## src/rtl/cds_pkg.sv

```systemverilog
package cds_pkg;
  typedef enum logic [2:0] {
    ST_IDLE,
    ST_WAIT,
    ST_RDREQ,
    ST_RDWAIT,
    ST_XREQ,
    ST_XWAIT,
    ST_HOLD
  } seq_state_t;

  typedef enum logic {
    CMP_EQ = 1'b0,
    CMP_NE = 1'b1
  } cmp_kind_t;
endpackage

```

## src/rtl/cds_trig_select.sv

```systemverilog
module cds_trig_select #(
  parameter int LINES = 64,
  localparam int SEL_W = $clog2(LINES)
) (
  input  logic [LINES-1:0] lines,
  input  logic [SEL_W-1:0] sel,
  input  logic             en,
  output logic             hit
);
  logic [LINES-1:0] onehot;

  for (genvar g = 0; g < LINES; g++) begin : g_dec
    assign onehot[g] = (sel == SEL_W'(g));
  end

  assign hit = en && |(lines & onehot);
endmodule

```

## src/rtl/cds_match.sv

```systemverilog
module cds_match
  import cds_pkg::*;
#(
  parameter int DW = 32
) (
  input  logic [DW-1:0] rdata,
  input  logic [DW-1:0] cmp,
  input  logic [DW-1:0] mask,
  input  cmp_kind_t     kind,
  output logic          pass
);
  logic differs;

  assign differs = |((cmp ^ rdata) & mask);
  assign pass    = (kind == CMP_NE) ? differs : !differs;
endmodule

```

## src/rtl/cds_timeout.sv

```systemverilog
module cds_timeout #(
  parameter int TW = 32
) (
  input  logic          clk,
  input  logic          rst_n,
  input  logic          load,
  input  logic          run,
  input  logic [TW-1:0] reload,
  output logic          expired
);
  logic [TW-1:0] cnt_q;

  always_ff @(posedge clk or negedge rst_n) begin
    if (!rst_n) begin
      cnt_q <= '0;
    end else if (load) begin
      cnt_q <= reload;
    end else if (run && cnt_q != '0) begin
      cnt_q <= cnt_q - TW'(1);
    end
  end

  assign expired = (cnt_q == '0);
endmodule

```

## src/rtl/cds_chunk_track.sv

```systemverilog
module cds_chunk_track #(
  parameter int LEN_W = 16,
  parameter int CNT_W = 16
) (
  input  logic             clk,
  input  logic             rst_n,
  input  logic             init,
  input  logic             consume,
  input  logic [LEN_W-1:0] chunk_size,
  input  logic [LEN_W-1:0] total_size,
  input  logic [CNT_W-1:0] loop_cnt,
  output logic [LEN_W-1:0] cur_len,
  output logic             final_chunk
);
  logic [LEN_W-1:0] rem_q;
  logic [CNT_W-1:0] pass_q;
  logic             pass_end;

  assign cur_len     = (chunk_size == '0 || chunk_size > rem_q) ? rem_q : chunk_size;
  assign pass_end    = (rem_q == cur_len);
  assign final_chunk = pass_end && ((pass_q + CNT_W'(1)) == loop_cnt);

  always_ff @(posedge clk or negedge rst_n) begin
    if (!rst_n) begin
      rem_q  <= '0;
      pass_q <= '0;
    end else if (init) begin
      rem_q  <= total_size;
      pass_q <= '0;
    end else if (consume) begin
      if (pass_end) begin
        rem_q  <= total_size;
        pass_q <= pass_q + CNT_W'(1);
      end else begin
        rem_q <= rem_q - cur_len;
      end
    end
  end

  assert_len_fits_R6 : assert property (@(posedge clk) disable iff (!rst_n)
    consume |-> cur_len <= rem_q);
endmodule

```

## src/rtl/cond_dma_seq.sv

```systemverilog
module cond_dma_seq
  import cds_pkg::*;
#(
  parameter int DW    = 32,
  parameter int AW    = 32,
  parameter int LINES = 64,
  parameter int LEN_W = 16,
  parameter int CNT_W = 16,
  parameter int TMO_W = 32,
  parameter int VER_W = 4,
  localparam int SEL_W = $clog2(LINES)
) (
  input  logic             clk,
  input  logic             rst_n,
  input  logic             ext_mode_en,
  input  logic [VER_W-1:0] desc_ver,
  input  logic             trig_en,
  input  logic [SEL_W-1:0] cond_sel,
  input  logic             cond_type,
  input  logic [DW-1:0]    cmp_data,
  input  logic [DW-1:0]    cmp_mask,
  input  logic [AW-1:0]    status_addr,
  input  logic [LEN_W-1:0] chunk_size,
  input  logic [LEN_W-1:0] total_size,
  input  logic [CNT_W-1:0] loop_cnt,
  input  logic             retry_en,
  input  logic [CNT_W-1:0] retry_limit,
  input  logic             tmo_en,
  input  logic [TMO_W-1:0] tmo_reload,
  input  logic             start,
  input  logic             clr_status,
  input  logic [LINES-1:0] trig_vec,
  input  logic             wb_busy,
  output logic             rd_valid,
  input  logic             rd_ready,
  output logic [AW-1:0]    rd_addr,
  input  logic             rd_rvalid,
  input  logic [DW-1:0]    rd_rdata,
  output logic             xfer_valid,
  input  logic             xfer_ready,
  output logic [LEN_W-1:0] xfer_len,
  input  logic             xfer_done,
  output logic             busy,
  output logic             done,
  output logic             retry_error,
  output logic             timeout_error
);
  localparam logic [VER_W-1:0] COND_VER = VER_W'(1);

  seq_state_t       state_q;
  logic             plain_q;
  logic [CNT_W-1:0] fail_q;
  logic             done_q, rerr_q, terr_q;

  logic             ext_on;
  logic             trig_hit;
  logic             cmp_pass;
  logic             tmo_expired;
  logic             trk_init, trk_consume;
  logic [LEN_W-1:0] trk_len;
  logic             trk_final;
  logic             idle_start;

  assign ext_on     = ext_mode_en && (desc_ver == COND_VER) && trig_en;
  assign idle_start = (state_q == ST_IDLE) && start;

  cds_trig_select #(.LINES(LINES)) u_sel (
    .lines (trig_vec),
    .sel   (cond_sel),
    .en    (state_q == ST_WAIT),
    .hit   (trig_hit)
  );

  cds_match #(.DW(DW)) u_match (
    .rdata (rd_rdata),
    .cmp   (cmp_data),
    .mask  (cmp_mask),
    .kind  (cmp_kind_t'(cond_type)),
    .pass  (cmp_pass)
  );

  cds_timeout #(.TW(TMO_W)) u_tmo (
    .clk     (clk),
    .rst_n   (rst_n),
    .load    (idle_start || trig_hit),
    .run     (state_q == ST_WAIT),
    .reload  (tmo_reload),
    .expired (tmo_expired)
  );

  assign trk_init    = idle_start;
  assign trk_consume = (state_q == ST_XWAIT) && xfer_done && !plain_q;

  cds_chunk_track #(.LEN_W(LEN_W), .CNT_W(CNT_W)) u_trk (
    .clk         (clk),
    .rst_n       (rst_n),
    .init        (trk_init),
    .consume     (trk_consume),
    .chunk_size  (chunk_size),
    .total_size  (total_size),
    .loop_cnt    (loop_cnt),
    .cur_len     (trk_len),
    .final_chunk (trk_final)
  );

  always_ff @(posedge clk or negedge rst_n) begin
    if (!rst_n) begin
      state_q <= ST_IDLE;
      plain_q <= 1'b0;
      fail_q  <= '0;
      done_q  <= 1'b0;
      rerr_q  <= 1'b0;
      terr_q  <= 1'b0;
    end else begin
      if (clr_status) begin
        done_q <= 1'b0;
        rerr_q <= 1'b0;
        terr_q <= 1'b0;
      end
      unique case (state_q)
        ST_IDLE: begin
          if (start) begin
            done_q  <= 1'b0;
            rerr_q  <= 1'b0;
            terr_q  <= 1'b0;
            fail_q  <= '0;
            plain_q <= !ext_on;
            if (total_size == '0 || (ext_on && loop_cnt == '0)) begin
              done_q <= 1'b1;
            end else begin
              state_q <= ext_on ? ST_WAIT : ST_XREQ;
            end
          end
        end
        ST_WAIT: begin
          if (trig_hit) begin
            state_q <= ST_RDREQ;
          end else if (tmo_en && tmo_expired) begin
            state_q <= ST_HOLD;
          end
        end
        ST_RDREQ: begin
          if (rd_ready) state_q <= ST_RDWAIT;
        end
        ST_RDWAIT: begin
          if (rd_rvalid) begin
            if (cmp_pass) begin
              fail_q  <= '0;
              state_q <= ST_XREQ;
            end else if (retry_en && fail_q == retry_limit) begin
              rerr_q  <= 1'b1;
              state_q <= ST_IDLE;
            end else begin
              fail_q  <= fail_q + CNT_W'(1);
              state_q <= ST_WAIT;
            end
          end
        end
        ST_XREQ: begin
          if (xfer_ready) state_q <= ST_XWAIT;
        end
        ST_XWAIT: begin
          if (xfer_done) begin
            if (plain_q || trk_final) begin
              done_q  <= 1'b1;
              state_q <= ST_IDLE;
            end else begin
              state_q <= ST_WAIT;
            end
          end
        end
        ST_HOLD: begin
          if (!wb_busy) begin
            terr_q  <= 1'b1;
            state_q <= ST_IDLE;
          end
        end
        default: state_q <= ST_IDLE;
      endcase
    end
  end

  assign rd_valid      = (state_q == ST_RDREQ);
  assign rd_addr       = status_addr;
  assign xfer_valid    = (state_q == ST_XREQ);
  assign xfer_len      = plain_q ? total_size : trk_len;
  assign busy          = (state_q != ST_IDLE);
  assign done          = done_q;
  assign retry_error   = rerr_q;
  assign timeout_error = terr_q;

  assert_rd_hold_R3 : assert property (@(posedge clk) disable iff (!rst_n)
    rd_valid && !rd_ready |=> rd_valid);

  assert_xfer_hold_R5 : assert property (@(posedge clk) disable iff (!rst_n)
    xfer_valid && !xfer_ready |=> xfer_valid && $stable(xfer_len));

  assert_chunk_bound_R6 : assert property (@(posedge clk) disable iff (!rst_n)
    xfer_valid && !plain_q && chunk_size != '0 |-> xfer_len <= chunk_size);

  assert_plain_no_read_R1 : assert property (@(posedge clk) disable iff (!rst_n)
    busy && plain_q |-> !rd_valid);

  assert_status_excl_R10 : assert property (@(posedge clk) disable iff (!rst_n)
    $onehot0({done, retry_error, timeout_error}));

  assert_tmo_after_wb_R9 : assert property (@(posedge clk) disable iff (!rst_n)
    $rose(timeout_error) |-> !$past(wb_busy));
endmodule

```

## config.mk

```make
export PLATFORM = sky130hd
export DESIGN_NAME = cond_dma_seq
export DESIGN_NICKNAME = d
export VERILOG_FILES = /design/src/rtl/cds_pkg.sv /design/src/rtl/cds_trig_select.sv /design/src/rtl/cds_match.sv /design/src/rtl/cds_timeout.sv /design/src/rtl/cds_chunk_track.sv /design/src/rtl/cond_dma_seq.sv
export SDC_FILE = /design/constraint.sdc
export NUM_CORES = 1
export LEC_CHECK = 0
export ABC_AREA = 1
export BUFFER_PORTS_ARGS = -buffer_cell sky130_fd_sc_hd__buf_4
export CAP_MARGIN = 5
export CORE_MARGIN = 5
export CORE_UTILIZATION = 56
export DETAILED_ROUTE_END_ITERATION = 8
export PLACE_DENSITY = 0.88
export SKIP_CTS_REPAIR_TIMING = 1
export SLEW_MARGIN = 20
export SYNTH_ARGS = -nofsm -noshare
export SYNTH_HDL_FRONTEND = slang
export SYNTH_HIERARCHICAL = 1
export SYNTH_SLANG_ARGS = --single-unit
export TNS_END_PERCENT = 1
```

## constraint.sdc

```tcl
create_clock -name clk -period 7.3 [get_ports clk]
set_clock_uncertainty 0.2 [all_clocks]
set_input_delay 0 -clock clk [delete_from_list [all_inputs] [get_ports clk]]
set_output_delay 0 -clock clk [all_outputs]
set_load 0.03 [all_outputs]
```

# After elaboration in Yosys (flattened, before gate mapping)

Cells that the tools add are included.

Flip-flop bits (word level): 87
Input port bits: 312
Output and inout bits: 54
Logic and storage cells: 181

Add/sub/neg operators: 4
Order comparisons: 1
Equal/unequal tests: 82
Muxes and demuxes: 46
Bitwise gates (word level): 3
Reduce and logical (&&, ||, !) cells: 36

Operators by type and width:

| operator                                                             | number |
|---|---|
| 6-bit == test, second input constant                                 | 32 |
| 16-bit 2-to-1 mux                                                    | 12 |
| 6-bit by 5-bit == test with 1-bit output, second input constant      | 16 |
| 64-bit bitwise AND                                                   | 1 |
| 32-bit 2-to-1 mux                                                    | 2 |
| 64-bit OR reduction                                                  | 1 |
| 16-bit == test                                                       | 3 |
| 6-bit by 4-bit == test with 1-bit output, second input constant      | 8 |
| 16-bit logical NOT                                                   | 3 |
| 3-bit 2-to-1 mux                                                     | 11 |
| 16-bit by 1-bit adder with 16-bit output, second input constant      | 2 |
| 32-bit bitwise AND                                                   | 1 |
| 32-bit logical NOT                                                   | 1 |
| 16-bit case mux with 2 select lines                                  | 1 |
| 32-bit nonzero test                                                  | 1 |
| 32-bit OR reduction                                                  | 1 |
| 32-bit by 1-bit subtractor with 32-bit output, second input constant | 1 |
| 32-bit bitwise XOR                                                   | 1 |
| 6-bit by 3-bit == test with 1-bit output, second input constant      | 4 |
| 3-bit case mux with 7 select lines                                   | 1 |
| 16-bit greater-than comparator                                       | 1 |
| 1-bit 2-to-1 mux                                                     | 16 |
| 16-bit subtractor                                                    | 1 |
| 6-bit by 2-bit == test with 1-bit output, second input constant      | 2 |
| other kinds (19)                                                     | 49 |

# Depth between registers and ports, before layout

Gate-level depths: netlist (run 1).

Depth after elaboration: 9
Depth in mapped cells: 32

# Cells and area by module

Netlist (run 1), hierarchy kept.

Modules (own cells, without submodules):

| module          | instances | cells an instance | area each (sq um) | seq. area each (sq um) |
|---|---|---|---|---|
| cds_chunk_track | 1         | 549               | 3499.6            | 800.8 |
| cond_dma_seq    | 1         | 488               | 2806.4            | 575.6 |
| cds_timeout     | 1         | 433               | 2653.8            | 800.8 |
| cds_trig_select | 1         | 171               | 839.6             | 0.0 |
| cds_match       | 1         | 187               | 763.2             | 0.0 |

# Worst setup path after synthesis (run 1)

OpenSTA, ideal clock, no wires.

Kind: register to register
Start: reg u_trk.rem_q[1]
End: reg u_trk.rem_q[8]
Arrival: 3.403 ns
Data required time: 6.968 ns
Path slack: 3.565 ns
Stages on the path, launching flop included: 32
Period minus slack after synthesis: 3.735 ns
Cells stage by stage: dfrtp_1 > inv_1 > ha_1 > nand2_1 > nand2_1 > nand2_1 > nand2_1 > nand2_1 > nand2_1 > nand2_1 > nand2_1 > nand2_2 > nand2_1 > clkbuf_1 > clkbuf_1 > nand2_1 > o21ai_0 > ha_1 > inv_1 > fa_1 > nand2_1 > inv_1 > o21ai_0 > nand2_1 > nand2_1 > nand2_1 > nand2_1 > nand2_1 > nand2_1 > nand3_1 > nand2_1 > o21ai_0

Longest elaborated chain between the ends: 7
Elaborated cells between the ends (all ways): 8

RTL lines:

| item                                                       | RTL line                                     | RTL |
|---|---|---|
| start: declaration                                         | cds_chunk_track.sv:15                        | `logic [LEN_W-1:0] rem_q;` |
| start signal: assignment                                   | cds_chunk_track.sv:28                        | `rem_q <= total_size;` |
| start signal: assignment                                   | cds_chunk_track.sv:32                        | `rem_q <= total_size;` |
| start signal: assignment                                   | cds_chunk_track.sv:35                        | `rem_q <= rem_q - cur_len;` |
| 16-bit greater-than comparator *                           | cds_chunk_track.sv:19                        | `assign cur_len = (chunk_size == '0 \|\| chunk_size > rem_q) ? rem_q : chunk_size;` |
| 1-bit logical OR *                                         | cds_chunk_track.sv:19                        |  |
| 16-bit 2-to-1 mux *                                        | cds_chunk_track.sv:19                        |  |
| named net trk_len[0]                                       | cond_dma_seq.sv:60                           | `logic [LEN_W-1:0] trk_len;` |
| 16-bit subtractor / 16-bit == test (equally long branches) | cds_chunk_track.sv:35, cds_chunk_track.sv:20 |  |
| 16-bit 2-to-1 mux *                                        | cds_chunk_track.sv:31                        | `if (pass_end) begin` |
| 16-bit 2-to-1 mux *                                        | cds_chunk_track.sv:30                        | `end else if (consume) begin` |
| 16-bit 2-to-1 mux *                                        | cds_chunk_track.sv:27                        | `end else if (init) begin` |

Mark *: on every way through the listed nets, which the timed path passes. The rest lies on a longest branch. The select of a mux whose other input is x is not followed.
A chain may end at the register's enable or synchronous reset.

# Final worst setup path (run 1)

Start: reg u_trk.rem_q[11]
End: reg u_trk.pass_q[0]

Longest elaborated chain between the ends: 6

RTL lines:

| item                            | RTL line              | RTL |
|---|---|---|
| 16-bit greater-than comparator  | cds_chunk_track.sv:19 |  |
| 1-bit logical OR                | cds_chunk_track.sv:19 |  |
| 16-bit 2-to-1 mux               | cds_chunk_track.sv:19 |  |
| 16-bit == test *                | cds_chunk_track.sv:20 | `assign pass_end = (rem_q == cur_len);` |
| 2-bit nonzero test (no line) *  | n/a                   |  |
| 2-bit AND reduction (no line) * | n/a                   |  |
| end signal: assignment          | cds_chunk_track.sv:33 | `pass_q <= pass_q + CNT_W'(1);` |
| end: declaration                | cds_chunk_track.sv:16 | `logic [CNT_W-1:0] pass_q;` |

Mark *: on every way between the ends. The rest lies on a longest branch, timed or not.

==> out/results.ini, run 1 <==
[drt]
dr_total_vias = 13200
drt-total-wl_mm = 37.6
drtIter0Drc = 1299
wl_per_cell_um = 15.7
via_per_inst = 5.52
ant_nets = 0
dr.pass1.iters = 6
drc = 0

[critical_path]
path_common_cell = nand2_1
end_kind = flop
slowest_stage = o21ai_0
cp_cell_sequence = inv_1 -> ha_1 -> nand4_1 -> nor3_1 -> nand3_1 -> nand2_2 -> nand2_1 -> o21ai_0 -> ha_1 -> nand2_1 -> nor3_1 -> nand2_1 -> nor2_1 -> nand2_1 -> nand2_2 -> inv_2 -> nor2_4 -> nand3_1 -> o21ai_1
crit_type = reg2reg
path_max_fanout = 31
crit_family = simple AND/OR/NAND/NOR gates
worstPathRequired_ns = 7.37
cp_num_buf_inv = 2
critPathMaxStageDelay_ns = 0.65
arrival_ns = 5.05
critPathLaunchType = flop

[placement]
gp_congestion = 1.00
io_buffers = 301
dpl.cell_count = 2295
place_area_um2 = 12600
post-dp-hpwl_mm = 28.5

[synthesis]
synth_cells = 1828
synth_area_um2 = 10600
yosysSeqAreaShare_pct = 20.6
yosysWarnings = 6
synth_area_per_cell_um2 = 5.78
ys_types = 52
syn_nets = 2171
synthArstFlopShare_pct = 100
synth-edff-count = 0
ys.flop_type = dfrtp_1
ys_ff_latch = 87

[finish]
drive_above_1_share_pct = 21.0
layout.cells.most_common = nand2_1
fin_nets = 2501
area_growth_pct = 30.7
instances_no_fill = 2395
nFillCells = 1531
final_cell_mix = 614 x nand2_1, 303 x buf_4, 226 x inv_1, 226 x nor2_1, 221 x nand3_1
diodes = 0
design_area_um2 = 13800
final_core_util_pct = 74.0

[clocking]
h-tree-depth = 3
clock_path_buffers = 2
clkTransAtPathRegs_ns = 0.07
cts_made_buffers = 9
clockRootBuffer = clkbuf_16
cts_tree = yes
cts_sinks = 87
clock_latency_ns = 0.35

[run_status]
failed_checks = negative hold slack
outcome = complete, but fails checks

[pwr]
p_leak_nw = 7.56
ir_worst_vdd_mv = 0.169
power_density_nw_per_um2 = 316
power_mw = 4.36

[sta]
fin_crit_sh_pct = 68.2
report.final.setup_viol = 0
min_period_ns = 4.98
tightest_slew_ns = 0.839
clock.fmax_mhz = 201
hold_viol_final = 3
rsz0062_at_grt = false
slew_headroom_pct = 43.7
hold_ws_ns = -0.0446
report.final.slew_viol_count = 0
fin_tns_setup_ns = 0

[global_route]
grt_usage_pct = 31.5
grt_pass1_wl_mm = 56.5
grt_pass1_vias = 12000
antenna_found_initial = 0
grt_max_degree = 84
grt-ovfl-total = 0

[flow_run]
drv_cap = 0

[floorplanning]
core_area_um2 = 18600
dieArea_um2 = 21700
placement_rows = 50
dieWidth_um = 147
ioPinCount = 366
start_util_pct = 56.7
die_y_um = 147

[worst_hold_path]
min_path_type = in2reg

==> worst min-delay path, cell delays in order <==
cell     delay (ns)
buf_4          0.08
nor2_1         0.04
nand4_1        0.20
nand2_1        0.07
o21ai_0        0.07
==> power breakdown <==
part / leakage [nW] / switching [mW] / internal (mW) / total [mW]
registers: 1.10 / 0.222 / 0.666 / 0.888
clock network: 0.141 / 0.202 / 0.273 / 0.475
logic: 6.32 / 1.95 / 1.04 / 3.00
total: 7.56 / 2.38 / 1.98 / 4.36
==> cells in the mapped netlist, types with 3 or more instances <==
cell type	count	area (µm²)
buf_4	37	278
dfrtp_1	87	2180
nand2_4	8	90.1
inv_1	226	848
nor2_4	12	135
o21ai_1	24	120
nand2_1	614	2300
inv_2	16	60.1
buf_6	8	90.1
o22ai_1	3	18.8
o21bai_1	3	22.5
xor2_1	22	193
xnor2_1	9	78.8
nor2_2	26	163
o21ai_0	52	260
nand4_1	37	231
nor2_1	226	848
nand3b_1	6	45.0
clkbuf_1	16	60.1
nand3_1	221	1110
o21ai_2	11	96.3
a21oi_1	26	130
nor4_1	4	25.0
nor3_1	13	65.1
ha_1	30	375
buf_2	8	40.0
or2_2	6	37.5
nand2_2	40	250
or2_1	3	18.8
nand3_2	3	30.0
==> metal layers <==
layer / routed length [µm] / GRT usage (%)
met1: 14400 / 39.6
met5: 0 / 0
met2: 18100 / 53.6
met3: 3260 / 5.21
met4: 1830 / 13.3
==> cell families (layout without fill, tap and decap cells) <==
family / after synthesis / after routing / synth area share [%]
flip-flops: 87 / 87 / 20.6
XOR/XNOR: 31 / 31 / 2.57
buffers and inverters: 315 / 648 / 13.3
AND/OR/NAND/NOR: 1231 / 1231 / 52.4
AO/OA/AOI/OAI: 133 / 133 / 7.38
adder cells (fa/ha/maj): 31 / 31 / 3.74
==> final timing paths <==
check | start | to | slack [ns] | depth (start not counted)
worst max-delay path | u_trk/rem_q[11] | u_trk/pass_q[0] | 2.32 | 19
worst min-delay path | desc_ver[3] | plain_q | -0.04 | 5
worst max register to register | u_trk/rem_q[11] | u_trk/pass_q[0] | 2.32 | 19
worst min register to register | u_trk/rem_q[15] | u_trk/rem_q[15] | 0.30 | 2
max in group asynchronous | rst_n | u_trk/rem_q[10] | 6.18 | 3
min in group asynchronous | rst_n | fail_q[8] | 0.14 | 3
==> layout make-up <==
cell class                      instances  area [µm²]  share of cell area, %
Clock inverter                          4        55.1                  0.399
Multi-Input combinational cell       1426        6980                   50.5
Inverter                              244         916                   6.63
Clock buffer                           10         239                   1.73
Tap cell                              234         293                   2.12
Sequential cell                        87        2180                   15.8
Timing Repair Buffer                  390        3150                   22.8
==> stage by stage <==
step / worst slack (ns) / hold WS, ns
after global routing: 1.81 / 0.00255
after global placement: 2.63 / -0.400
after floorplan: 3.56 / -0.496
after detailed placement: 2.39 / -0.396
after CTS: 2.40 / -0.778
final: 2.32 / -0.0446
==> flip-flops by register name (all words and copies together) (netlist names) <==
signal         flops
state_q            3
u_trk/rem_q       16
plain_q            1
retry_error        1
timeout_error      1
u_trk/pass_q      16
done               1
u_tmo/cnt_q       32
fail_q            16
(Power assumes the default switching activity.)
==> run 2, diff against run 1 <==
CORE_UTILIZATION = 52   (was 56)
PLACE_DENSITY = 0.83   (was 0.88)
clock period = 4.6 ns   (was 7.3 ns; I/O delays follow)
==> run 2 against run 1 <==
  * The run now ends clean
  * Sequential power grew 59%
  * Die area grew 7.2%
  * Sequential cell count is the same
  * First-iteration DRC count shrank 2.8%
  * Clock power grew 60%
  * Maximum frequency grew 20%
  * Final cell count grew 2.0%
  * Critical endpoint is now u_trk/rem_q[14]
  * Largest power group unchanged
==> out/results.ini, run 2 (synthesis gave the netlist of run 1 again) <==
[sta]
report.final.setup_viol = 0  ; unchanged
hold_ws_ns = 0.0196  ; was -0.0446 ns
report.final.slew_viol_count = 0  ; unchanged
fin_crit_sh_pct = 90.2  ; was 68.2%
layout_setup_ws_ns = 0.452  ; was 2.32 ns
slew_headroom_pct = 45.0  ; was 43.7%
hold_viol_final = 0  ; was 3
fin_tns_setup_ns = 0  ; unchanged
min_period_ns = 4.15  ; was 4.98 ns
tightest_slew_ns = 0.820  ; was 0.839 ns
clock.fmax_mhz = 241  ; was 201 MHz
rsz0062_at_grt = false  ; unchanged

[clocking]
clock_latency_ns = 0.35  ; about the same
clock_path_buffers = 2  ; unchanged
clockRootBuffer = clkbuf_16  ; unchanged
cts_made_buffers = 9  ; unchanged
cts_sinks = 87  ; unchanged
cts_tree = yes  ; unchanged
h-tree-depth = 3  ; unchanged
clkTransAtPathRegs_ns = 0.06  ; was 0.07 ns

[global_route]
grt_max_degree = 54  ; was 84
grt_pass1_vias = 11600  ; was 12000
grt_usage_pct = 28.5  ; was 31.5%
antenna_found_initial = 1  ; was 0
grt-ovfl-total = 0  ; unchanged
grt_pass1_wl_mm = 55.9  ; was 56.5 mm

[critical_path]
path_max_fanout = 16  ; was 31
arrival_ns = 4.18  ; was 5.05 ns
crit_type = reg2reg  ; unchanged
worstPathRequired_ns = 4.63  ; was 7.37 ns
cp_num_buf_inv = 4  ; was 2
end_kind = flop  ; unchanged
critPathMaxStageDelay_ns = 0.39  ; was 0.65 ns
slowest_stage = fa_1  ; was o21ai_0
path_common_cell = nand2_1  ; unchanged
crit_family = simple AND/OR/NAND/NOR gates  ; unchanged
critPathLaunchType = flop  ; unchanged

[floorplanning]
ioPinCount = 366  ; unchanged
placement_rows = 52  ; was 50
start_util_pct = 52.5  ; was 56.7%
dieArea_um2 = 23300  ; was 21700 µm²
die_y_um = 153  ; was 147 µm
core_area_um2 = 20100  ; was 18600 µm²
dieWidth_um = 153  ; was 147 µm

[flow_run]
drv_cap = 0  ; unchanged

[worst_hold_path]
min_path_type = in2reg  ; unchanged

[placement]
dpl.cell_count = 2337  ; was 2295
gp_congestion = 0.967  ; was 1.00
place_area_um2 = 12700  ; was 12600 µm²
io_buffers = 301  ; unchanged
pre_cts_ws_ns = 0.224  ; was 2.39 ns
post-dp-hpwl_mm = 28.5  ; about the same

[drt]
dr_total_vias = 12900  ; was 13200
ant_nets = 0  ; unchanged
via_per_inst = 5.29  ; was 5.52
drtIter0Drc = 1262  ; was 1299
drt-total-wl_mm = 36.7  ; was 37.6 mm
dr.pass1.iters = 5  ; was 6
drc = 0  ; unchanged
wl_per_cell_um = 15.0  ; was 15.7 µm

[finish]
nFillCells = 1745  ; was 1531
multi_input_area_um2 = 6990  ; was 6980 µm²
fin_nets = 2511  ; was 2501
largest_register = u_tmo/cnt_q  ; unchanged
instances_no_fill = 2444  ; was 2395
design_area_um2 = 14000  ; was 13800 µm²
area_growth_pct = 32.2  ; was 30.7%
seqCellArea_um2 = 2180  ; unchanged
drive_above_1_share_pct = 21.3  ; was 21.0%
final_core_util_pct = 69.4  ; was 74.0%
final_cell_mix = 613 x nand2_1, 309 x buf_4, 226 x inv_1, 226 x nor2_1, 221 x nand3_1  ; was 614 x nand2_1, 303 x buf_4, 226 x inv_1, 226 x nor2_1, 221 x nand3_1
largest_reg_flops = 32  ; unchanged
layout.cells.most_common = nand2_1  ; unchanged

[pwr]
power_mw = 6.96  ; was 4.36 mW
p_leak_nw = 7.61  ; was 7.56 nW
ir_worst_vdd_mv = 0.268  ; was 0.169 mV
power_density_nw_per_um2 = 499  ; was 316 nW/µm²

[run_status]
outcome = completed  ; was complete, but fails checks

-- run 2: changes by cell type in the layout (fill, tap and decap cells not counted) --
cell | previous run | this run
buf_4 | 303 | 309
clkbuf_8 | 1 | 0
clkinv_2 | 0 | 1
clkinv_4 | 1 | 2
diode_2 | 0 | 1
dlygate4sd3_1 | 86 | 90
inv_8 | 0 | 1
nand2_1 | 614 | 613
nand2_4 | 8 | 9
nor3_1 | 13 | 12
nor3_2 | 2 | 3
o21ai_0 | 52 | 50
o21ai_1 | 24 | 26
-- run 2: layer usage --
layer / track usage, % / vias to the layer above / share of wire, %
li1: - / 6411 / -
met1: 36.2 / 5755 / 40
met2: 48.4 / 678 / 48
met3: 4.88 / 94 / 8.5
met4: 11.1 / 0 / 3.9
met5: 0 / - / 0
-- run 2: worst min-delay path: stages --
cell     delay, ns
buf_4         0.09
nand2_1       0.05
nand3_1       0.08
nor2_1        0.04
nand2_1       0.15
a21oi_1       0.10
-- run 2: final timing paths --
check | start | endpoint | slack (ns) | cells after the start
min in group asynchronous | rst_n | u_tmo/cnt_q[31] | 0.52 | 3
max in group asynchronous | rst_n | fail_q[8] | 2.58 | 4
setup / recovery | u_trk/rem_q[15] | u_trk/rem_q[14] | 0.45 | 25
setup reg to reg | u_trk/rem_q[15] | u_trk/rem_q[14] | 0.45 | 25
hold / removal | wb_busy | state_q[1] | 0.02 | 6
hold reg to reg | u_trk/rem_q[15] | u_trk/rem_q[15] | 0.30 | 2
-- run 2: area by class of cell --
class                   count  share of cell area [%]
well taps                 270                    2.42
repair buffers            400                    23.1
clock buffers               9                    1.61
flip-flops and latches     87                    15.6
inverters                 244                    6.56
clock inverters             7                   0.574
diodes                      1                  0.0179
multi-input cells        1426                    50.1
-- run 2: report_power, final --
group	internal [mW]	total [mW]	switching, mW	leakage, nW
Clock	0.428	0.761	0.333	0.148
Combinational	1.69	4.79	3.10	6.37
Sequential	1.06	1.41	0.353	1.10
==> run 3, diff against run 2 <==
CORE_UTILIZATION = 50   (was 52)
PLACE_DENSITY = 0.79   (was 0.83)
SYNTH_HIERARCHICAL = not set   (was 1)
==> run 3 against run 2 <==
  * The run now ends with negative hold slack left
  * Wire length fell by 8.0%
  * Maximum frequency decreased by 0.12%
  * Clock power decreased by 8.5%
  * Setup slack lost 0.0049 ns
  * Cell area is 10% lower
  * Combinational power decreased by 13%
  * Count of clock-buffer cells in the layout unchanged
  * Sequential power fell by 4%
  * Sequential cell count did not move
  * Die area decreased by 9.3%
  * Non-clock buffer count grew 4
  * Register-to-register slack hardly changed
  * Critical path type unchanged
  * Largest cell class unchanged
==> out/results.ini, run 3 <==
[run_status]
outcome = complete, but fails checks  ; was completed
failed_checks = negative hold slack

[sta]
min_period_ns = 4.15  ; about the same
hold_ws_ns = -0.0230  ; was 0.0196 ns
report.final.slew_viol_count = 0  ; unchanged
report.final.setup_viol = 0  ; unchanged
slew_headroom_pct = 39.6  ; was 45.0%
tightest_slew_ns = 0.904  ; was 0.820 ns
rsz0062_at_grt = false  ; unchanged
fin_crit_sh_pct = 90.3  ; was 90.2%
clock.fmax_mhz = 241  ; about the same
hold_viol_final = 1  ; was 0
fin_tns_setup_ns = 0  ; unchanged

[clocking]
cts_tree = yes  ; unchanged
cts_sinks = 87  ; unchanged
cts_made_buffers = 9  ; unchanged
clkTransAtPathRegs_ns = 0.06  ; about the same
h-tree-depth = 3  ; unchanged
clock_latency_ns = 0.35  ; about the same
clockRootBuffer = clkbuf_16  ; unchanged
clock_path_buffers = 2  ; unchanged

[finish]
layout.cells.most_common = nand2_1  ; unchanged
fin_nets = 2128  ; was 2511
instances_no_fill = 2019  ; was 2444
drive_above_1_share_pct = 22.0  ; was 21.3%
multi_input_area_um2 = 5820  ; was 6990 µm²
nFillCells = 1507  ; was 1745
final_cell_mix = 362 x nand2_1, 312 x buf_4, 174 x inv_1  ; was 613 x nand2_1, 309 x buf_4, 226 x inv_1, 226 x nor2_1, 221 x nand3_1
diodes = 0  ; was 1
area_growth_pct = 37.2  ; was 32.2%
largest_reg_flops = 32  ; unchanged
seqCellArea_um2 = 2180  ; unchanged
largest_register = u_tmo.cnt_q  ; was u_tmo/cnt_q

[synthesis]
syn_nets = 1775  ; was 2171
synth-xor-area-share_pct = 5.08  ; was 2.57%
ys_types = 57  ; was 52
yosysWarnings = 0  ; was 6
synthMuxAreaShare_pct = 0.766  ; was 0%
ys.flop_type = dfrtp_1  ; unchanged
ys_ff_latch = 87  ; unchanged
synth_cells = 1433  ; was 1828
synth_common_cells = 362 x nand2_1, 174 x inv_1, 150 x nand3_1  ; was 614 x nand2_1, 226 x inv_1, 226 x nor2_1
synth_area_per_cell_um2 = 6.38  ; was 5.78 µm²
synthArstFlopShare_pct = 100  ; unchanged
synth_compound_gate_area_share_pct = 11.9  ; was 7.38%
yosys-top-cells-area = dfrtp_1 24%, nand2_1 15%, nand3_1 8.2%  ; was nand2_1 22%, dfrtp_1 21%, nand3_1 10%
synth-edff-count = 0  ; unchanged
yosys.area.top_type_share_pct = 23.8  ; was 21.8%
synth.most_common_cell = nand2_1  ; unchanged
synth_area_um2 = 9150  ; was 10600 µm²
yosysSeqAreaShare_pct = 23.8  ; was 20.6%
yosysTopAreaCell = dfrtp_1  ; was nand2_1
synthSimpleGateAreaFrac_pct = 41.6  ; was 52.4%
yosys.area_share.adder_pct = 4.19  ; was 3.74%
synth_top_family_by_area = simple AND/OR/NAND/NOR gates  ; unchanged

[pwr]
power_mw = 6.25  ; was 6.96 mW
seqPwrFrac_pct = 21.8  ; was 20.2%
clkPwrFrac_pct = 11.1  ; was 10.9%
power_density_nw_per_um2 = 498  ; was 499 nW/µm²
internal_power_mw = 2.97  ; was 3.17 mW
comb_power_share_pct = 67.1  ; was 68.8%
swShare_pct = 52.4  ; was 54.4%
power_switching_mw = 3.28  ; was 3.79 mW
ir_worst_vdd_mv = 0.414  ; was 0.268 mV
p_leak_nw = 6.27  ; was 7.61 nW

[floorplanning]
placement_rows = 49  ; was 52
dieWidth_um = 145  ; was 153 µm
core_area_um2 = 18000  ; was 20100 µm²
ioPinCount = 366  ; unchanged
die_y_um = 145  ; was 153 µm
dieArea_um2 = 21100  ; was 23300 µm²
start_util_pct = 50.9  ; was 52.5%

[global_route]
grt-ovfl-total = 0  ; unchanged
use_met1_pct = 36.6  ; was 36.2%
grt.busiest_layer = met2  ; unchanged
grt_util_met2_pct = 47.5  ; was 48.4%
grt_max_degree = 54  ; unchanged
grt_pass1_vias = 10100  ; was 11600
grt_usage_pct = 28.6  ; was 28.5%
met3_usage_pct = 7.51  ; was 4.88%
grt_pass1_wl_mm = 50.5  ; was 55.9 mm
antenna_found_initial = 0  ; was 1

[critical_path]
slowest_stage = dlygate4sd3_1  ; was fa_1
worstPathRequired_ns = 4.68  ; was 4.63 ns
end_kind = flop  ; unchanged
arrival_ns = 4.24  ; was 4.18 ns
crit_family = simple AND/OR/NAND/NOR gates  ; unchanged
cp_cell_sequence = inv_1 -> ha_1 -> nand4_1 -> nor2_1 -> nand2_1 -> nand2_1 -> nand2_1 -> nand2_1 -> buf_4 -> o21ai_0 -> ha_1 -> nand2_1 -> nor4_1 -> nand2_1 -> nor2_1 -> nand3_1 -> nand2_1 -> nand2_1 -> nand2_1 -> dlygate4sd3_1 -> nand2_1 -> nand3_1
path_common_cell = nand2_1  ; unchanged
cp_num_buf_inv = 3  ; was 4
critPathMaxStageDelay_ns = 0.54  ; was 0.39 ns
critPathLaunchType = flop  ; unchanged
path_max_fanout = 17  ; was 16
crit_type = reg2reg  ; unchanged

[placement]
post-dp-hpwl_mm = 26.2  ; was 28.5 mm
io_buffers = 301  ; unchanged
gp_congestion = 0.934  ; was 0.967
dpl.cell_count = 1912  ; was 2337

[drt]
drtIter0Drc = 763  ; was 1262
ant_nets = 0  ; unchanged
drc = 0  ; unchanged
drt-total-wl_mm = 33.7  ; was 36.7 mm
via_per_inst = 5.49  ; was 5.29
dr.pass1.iters = 6  ; was 5
wl_per_cell_um = 16.7  ; was 15.0 µm
dr_total_vias = 11100  ; was 12900

[flow_run]
drv_cap = 0  ; unchanged

[worst_hold_path]
min_path_type = in2reg  ; unchanged

==> run 3: cell types whose count changed after synthesis, sizes merged, moves of 21 or more <==
cell and delta:
inv -50, o21ai -21, nor2 -127, nand3 -73
or2 +31, nand4 +27, nand2 -291
==> run 3: per-stage QoR <==
stage | utilization, % | instance area, µm² | hold slack (ns) | setup slack [ns]
after floorplan | - | 9150 | -0.496 | 1.01
after global placement | 63.2 | 11400 | -0.200 | 0.766
after detailed placement | 63.2 | 11400 | -0.200 | 0.664
after CTS | 64.7 | 11600 | -0.471 | 0.623
after global routing | 69.9 | 12500 | 0.0166 | 0.0835
final | 69.9 | 12500 | -0.0230 | 0.447
==> run 3: routing by layer <==
layer  wire (µm)  vias to the layer above
li1            -                     5465
met1       13600                     5051
met2       16500                      488
met3        2810                       72
met4         866                        0
met5           0                        -
==> run 3: logic make-up after synthesis <==
group | Yosys count
AO/OA/AOI/OAI | 166
XOR/XNOR | 53
adder cells (fa/ha/maj) | 30
buffers and inverters | 256
flip-flops | 87
multiplexers | 7
AND/OR/NAND/NOR | 834
==> run 3: final cells by class <==
| cell class | count | share of cell area, % |
|---|---|---|
| clock buffers | 9 | 1.79 |
| clock inverters | 6 | 0.359 |
| inverters | 194 | 5.83 |
| multi-input cells | 1090 | 46.4 |
| flip-flops and latches | 87 | 17.3 |
| well taps | 229 | 2.28 |
| repair buffers | 404 | 26.0 |
==> run 3: final timing paths <==
path	from	end	slack, ns	depth (start not counted)
max	u_trk.rem_q[15]	done	0.45	22
min	loop_cnt[11]	done	-0.02	4
max reg2reg	u_trk.rem_q[15]	done	0.45	22
min reg2reg	u_trk.rem_q[7]	u_trk.rem_q[7]	0.31	2
max in group asynchronous	rst_n	fail_q[9]	3.17	3
min in group asynchronous	rst_n	u_trk.rem_q[1]	0.06	2
==> run 3: worst min-delay path, delay by kind of cell <==
family | cells | cell delay (ns)
buffers and inverters | 1 | 0.10
AO/OA/AOI/OAI | 2 | 0.30
AND/OR/NAND/NOR | 1 | 0.07
==> run 3: power groups by stage <==
stage	registers (mW)	clock network (mW)	logic, mW
3_3_place_gp	1.35	0	3.94
5_1_grt	1.40	0.738	4.68
6_report	1.36	0.696	4.19
2_1_floorplan	1.31	0	2.96
3_5_place_dp	1.36	0	4.02
4_1_cts	1.35	0.718	4.04
